**config.mk**
```make
export PLATFORM = sky130hd
export DESIGN_NAME = fx_tx_pcs_enc
export DESIGN_NICKNAME = d
export VERILOG_FILES = /design/src/rtl/fx_tx_pkg.sv /design/src/rtl/fx_nib_map.sv /design/src/rtl/fx_tx_seq.sv /design/src/rtl/fx_carrier_ctl.sv /design/src/rtl/fx_tx_pcs_enc.sv
export SDC_FILE = /design/constraint.sdc
export NUM_CORES = 1
export LEC_CHECK = 0
export ABC_CLOCK_PERIOD_IN_PS = 1100
export BUFFER_PORTS_ARGS = -buffer_cell sky130_fd_sc_hd__buf_2
export CORE_AREA = 4 4 41 43
export CTS_CLUSTER_SIZE = 10
export DETAILED_ROUTE_END_ITERATION = 6
export DIE_AREA = 0 0 45 47
export GPL_TIMING_DRIVEN = 1
export PLACE_DENSITY = 0.63
export SLEW_MARGIN = 10
export SYNTH_ARGS = -nofsm -noshare
export SYNTH_HDL_FRONTEND = slang
export SYNTH_HIERARCHICAL = 1
export SYNTH_SLANG_ARGS = --single-unit
export TNS_END_PERCENT = 30
```
**constraint.sdc**
```tcl
create_clock -name clk -period 1.1 [get_ports clk]
set_input_delay 0.33 -clock clk [delete_from_list [all_inputs] [get_ports clk]]
set_output_delay 0.33 -clock clk [all_outputs]
set_load 0.03 [all_outputs]
```
**src/rtl/fx_tx_pkg.sv**
```systemverilog
package fx_tx_pkg;
  localparam int NIB_W = 4;
  localparam int CG_W  = 5;

  typedef logic [CG_W-1:0]  cg_t;
  typedef logic [NIB_W-1:0] nib_t;

  localparam cg_t CG_IDLE = 5'b11111;
  localparam cg_t CG_J    = 5'b11000;
  localparam cg_t CG_K    = 5'b10001;
  localparam cg_t CG_T    = 5'b01101;
  localparam cg_t CG_R    = 5'b00111;

  typedef enum logic [1:0] {
    PH_IDLE = 2'd0,
    PH_SSD2 = 2'd1,
    PH_DATA = 2'd2,
    PH_ESD2 = 2'd3
  } phase_t;

  function automatic cg_t data_cg(input nib_t n);
    cg_t c;
    case (n)
      4'h0: c = 5'b11110;
      4'h1: c = 5'b01001;
      4'h2: c = 5'b10100;
      4'h3: c = 5'b10101;
      4'h4: c = 5'b01010;
      4'h5: c = 5'b01011;
      4'h6: c = 5'b01110;
      4'h7: c = 5'b01111;
      4'h8: c = 5'b10010;
      4'h9: c = 5'b10011;
      4'hA: c = 5'b10110;
      4'hB: c = 5'b10111;
      4'hC: c = 5'b11010;
      4'hD: c = 5'b11011;
      4'hE: c = 5'b11100;
      default: c = 5'b11101;
    endcase
    return c;
  endfunction
endpackage

```
**src/rtl/fx_nib_map.sv**
```systemverilog
module fx_nib_map
  import fx_tx_pkg::*;
(
  input  logic [NIB_W-1:0] nib_i,
  output logic [CG_W-1:0]  cg_o
);
  always_comb cg_o = data_cg(nib_i);

  always_comb begin
    AST_DATA_NOT_CTRL: assert (cg_o != CG_IDLE && cg_o != CG_J && cg_o != CG_K &&
                               cg_o != CG_T && cg_o != CG_R);
  end
endmodule

```
**src/rtl/fx_tx_seq.sv**
```systemverilog
module fx_tx_seq
  import fx_tx_pkg::*;
(
  input  logic            clk,
  input  logic            rst,
  input  logic            tx_en,
  input  logic [CG_W-1:0] data_cg_i,
  output logic [CG_W-1:0] code_q
);
  phase_t ph;

  always_ff @(posedge clk) begin
    if (rst) begin
      ph     <= PH_IDLE;
      code_q <= CG_IDLE;
    end else begin
      case (ph)
        PH_IDLE: begin
          if (tx_en) begin
            code_q <= CG_J;
            ph     <= PH_SSD2;
          end else begin
            code_q <= CG_IDLE;
          end
        end
        PH_SSD2: begin
          code_q <= CG_K;
          ph     <= PH_DATA;
        end
        PH_DATA: begin
          if (tx_en) begin
            code_q <= data_cg_i;
          end else begin
            code_q <= CG_T;
            ph     <= PH_ESD2;
          end
        end
        default: begin
          code_q <= CG_R;
          ph     <= PH_IDLE;
        end
      endcase
    end
  end

  AST_RESET_IDLE: assert property (@(posedge clk) rst |=> code_q == CG_IDLE);
  AST_IDLE_HOLD: assert property (@(posedge clk) disable iff (rst)
    (ph == PH_IDLE && !tx_en) |=> code_q == CG_IDLE);
  AST_J_THEN_K: assert property (@(posedge clk) disable iff (rst)
    (code_q == CG_J) |=> code_q == CG_K);
  AST_T_THEN_R: assert property (@(posedge clk) disable iff (rst)
    (code_q == CG_T) |=> code_q == CG_R);
  AST_R_THEN_START_OR_IDLE: assert property (@(posedge clk) disable iff (rst)
    (code_q == CG_R) |=> (code_q == CG_IDLE || code_q == CG_J));
endmodule

```
**src/rtl/fx_carrier_ctl.sv**
```systemverilog
module fx_carrier_ctl (
  input  logic clk,
  input  logic rst,
  input  logic tx_en,
  input  logic rx_act,
  output logic crs_q,
  output logic col_q
);
  always_ff @(posedge clk) begin
    if (rst) begin
      crs_q <= 1'b0;
      col_q <= 1'b0;
    end else begin
      crs_q <= tx_en | rx_act;
      col_q <= tx_en & rx_act;
    end
  end

  AST_COL_IMPLIES_CRS: assert property (@(posedge clk) disable iff (rst)
    col_q |-> crs_q);
  AST_COL_FOLLOWS_OVERLAP: assert property (@(posedge clk) disable iff (rst)
    (tx_en && rx_act) |=> col_q);
  AST_CRS_QUIET: assert property (@(posedge clk) disable iff (rst)
    (!tx_en && !rx_act) |=> !crs_q);
endmodule

```
**src/rtl/fx_tx_pcs_enc.sv**
```systemverilog
module fx_tx_pcs_enc
  import fx_tx_pkg::*;
(
  input  logic             clk,
  input  logic             rst,
  input  logic             tx_en,
  input  logic [NIB_W-1:0] txd,
  input  logic             rx_act,
  output logic [CG_W-1:0]  code_o,
  output logic             crs_o,
  output logic             col_o
);
  logic [CG_W-1:0] mapped_cg;

  fx_nib_map u_map (
    .nib_i (txd),
    .cg_o  (mapped_cg)
  );

  fx_tx_seq u_seq (
    .clk       (clk),
    .rst       (rst),
    .tx_en     (tx_en),
    .data_cg_i (mapped_cg),
    .code_q    (code_o)
  );

  fx_carrier_ctl u_car (
    .clk    (clk),
    .rst    (rst),
    .tx_en  (tx_en),
    .rx_act (rx_act),
    .crs_q  (crs_o),
    .col_q  (col_o)
  );
endmodule

```
==> run summary <==
Hold Fails Final Rpt: 0
Max-Cap Viols: 0
Vias per Instance: 4.725
DR WL met3: 72 um
Leak: 0.3453 nW
wire per inst: 10.93 um
CP dominant cell by count: mux2i_1
CTS Sinks: 9
critical path's top delay family: multiplexers
CP Buf/Inv Count: 1
Post-DP HPWL: 786.4 um
Starting Density: 37.02%
#FFs+latches synth: 9
Root Driver: clkbuf_4
most frequent cells in the layout: 12 x buf_4, 10 x buf_2, 7 x dfxtp_1
row cnt: 13
Worst setup EP type: register
final setup TNS: -0.07114 ns
Max Fanout on Critical Path: 4
syn nets: 62
Crit path arrival time: 1.30 ns
Final period util: 104.4%
crit path launch: u_seq/ph[1]
diode count: 0
share of cells above drive strength 1: 55.26%
Hold Crit Depth: 2
sequential fraction of the synthesis area: 37.40%
die height: 47 um
initial antenna violation count: 0
H-Tree Depth: 1
DR top layer: met3
clk_skew: 0.001575 ns
CTS Hold Buffers Added: 0
CP startpoint kind: register
GP Congestion: 0.7363
Final nets: 89
Area Overhead vs Synth: 48.31%
hold path start: rx_act
Netlist cell types: 25
reg2reg path depth: 5
CTS tree: yes
Final Slew Violations: 0
total track usage: 9.992%
num ports: 15
reg2reg start: u_seq/ph[1]
Reg clk slew, reported paths: 0.06 ns
Final setup viols: 2
vias in the first global route: 390
status: complete, but fails checks
synthesized area: 481.7 um^2
violated checks: setup timing
largest net degree at the start of global routing: 7
routed via count: 430
Post-Route M1 WL: 401 um
final wirelength: 995 um
Max Clock Freq: 0.8709 GHz
Syn Inst Count: 50
post-route ant nets: 0
PortBufs: 14
clock latency on the worst-skew pair: 0.26 ns
Worst VDD drop: 0.001256 V
post-layout util: 54.90%
total gr overflow: 0
CP required: 1.26 ns
PwrDens: 2501 mW/mm^2
filler cell count in the final layout: 135
Yosys warnings: 6
met2 routed wirelength: 521 um
DRC viols: 0
DR pass1 iterations: 4
Longest Clk Path Bufs: 2
CP Depth: 5
Worst Tran Pin Value: 0.2074 ns
initial DRC count: 4
slowest cell on the critical path: dfxtp_2
Die ar.: 0.002115 mm^2
global-route wire length before repair: 1504 um
Avg Inst Size Synth: 9.634 um^2
crit path kind: register to register
core area: 0.001301 mm^2
RSZ-0062 raised after global routing: yes
Tmin final: 1.148 ns
slew margin rel.: 86.17%
CTS buffer count: 3
most common library cell in the layout ignoring fill and taps: buf_4
fin worst setup slack: -0.04829 ns
Cell Chain, Critical Path: buf_6 -> ha_4 -> mux2i_1 -> mux2i_1 -> nor2_1
Max stage delay on crit path: 0.34 ns
die width: 45 um
Min-Delay Path Class: input port to register
-- worst paths after layout --
kind	to	slack, ns
max	u_seq/ph[1]	-0.05
min	u_car/crs_q	0.31
max reg2reg	u_seq/ph[1]	-0.05
min reg2reg	u_seq/ph[0]	0.56
-- worst register-to-register path, delay by kind of cell (launching register included) --
kind,cells,cell delay (ns)
multiplexers,2,0.37
flip-flops,1,0.34
adder cells (fa/ha/maj),1,0.17
buffers and inverters,1,0.12
AND/OR/NAND/NOR,1,0.05
-- cells by family after synthesis --
| kind of cell | Yosys count | share of synthesized area (%) |
|---|---|---|
| buffers and inverters | 7 | 8.050 |
| flip-flops | 9 | 37.40 |
| multiplexers | 2 | 4.156 |
| AO/OA/AOI/OAI | 12 | 20.26 |
| adder cells (fa/ha/maj) | 4 | 10.39 |
| AND/OR/NAND/NOR | 15 | 17.92 |
| XOR/XNOR | 1 | 1.819 |
-- power breakdown --
part           switching, mW  internal, mW
clock                  0.115         0.140
combinational          0.530         0.493
sequential            0.0542         0.454
total                  0.700          1.09
-- through the flow --
step	instances	hold WS [ns]	area (um^2)	power [mW]	worst slack [ns]
5_1_grt	91	0.3161	714.4	1.904	-0.1258
3_5_place_dp	86	0.5322	639.4	1.382	-0.08322
3_3_place_gp	86	0.5306	639.4	1.360	-0.05821
6_report	91	0.3096	714.4	1.787	-0.04829
2_1_floorplan	50	0.3950	505.5	1.108	-0.05069
4_1_cts	91	0.3019	698.2	1.754	-0.06120
-- final cells by class --
class	instances	area, um^2	area share, %
tap	15	18.77	2.627
clock buffer	4	26.28	3.678
sequential	9	185.2	25.92
inverter	4	15.01	2.102
multi-input combinational	34	302.8	42.38
timing repair buffer	25	166.4	23.29
-- cell usage after synthesis --
master,n,share of area (%)
nor3_1,2,2.1
xnor2_1,1,1.8
buf_4,1,1.6
a211o_1,1,1.8
a22o_1,1,1.8
and3b_1,1,1.8
nor2b_1,1,1.3
nand2b_1,2,2.6
a311oi_1,1,1.8
buf_6,1,2.3
o21bai_1,4,6.2
nand2b_4,1,2.9
ha_1,4,10
a22oi_2,1,2.6
nor2_1,4,3.1
a31o_2,1,1.8
buf_2,1,1.0
inv_1,4,3.1
dfxtp_1,9,37
nand2_2,1,1.3
nand2_1,2,1.6
mux2i_1,2,4.2
or2_1,1,1.3
o21ba_1,1,2.1
a21oi_1,2,2.1
-- sequential cells by signal (all words and copies together) (netlist names) --
| register | flops |
|---|---|
| u_car/col_q | 1 |
| u_seq/code_q | 5 |
| u_seq/ph | 2 |
| u_car/crs_q | 1 |
-- repair_timing --
action                                 CTS  global route
endpoints found under the hold margin    0             0
resized for setup                        5             9
setup endpoints to repair                5            11
pin swaps                                4             1
buffers inserted                         1             0
-- routing by layer --
| metal | vias to the layer above | global-route usage (%) |
|---|---|---|
| met5 | - | 0 |
| met1 | 196 | 9.655 |
| met3 | 0 | 5.747 |
| met4 | 0 | 3.509 |
| li1 | 221 | - |
| met2 | 13 | 17.80 |
(Power assumes the default switching activity.)
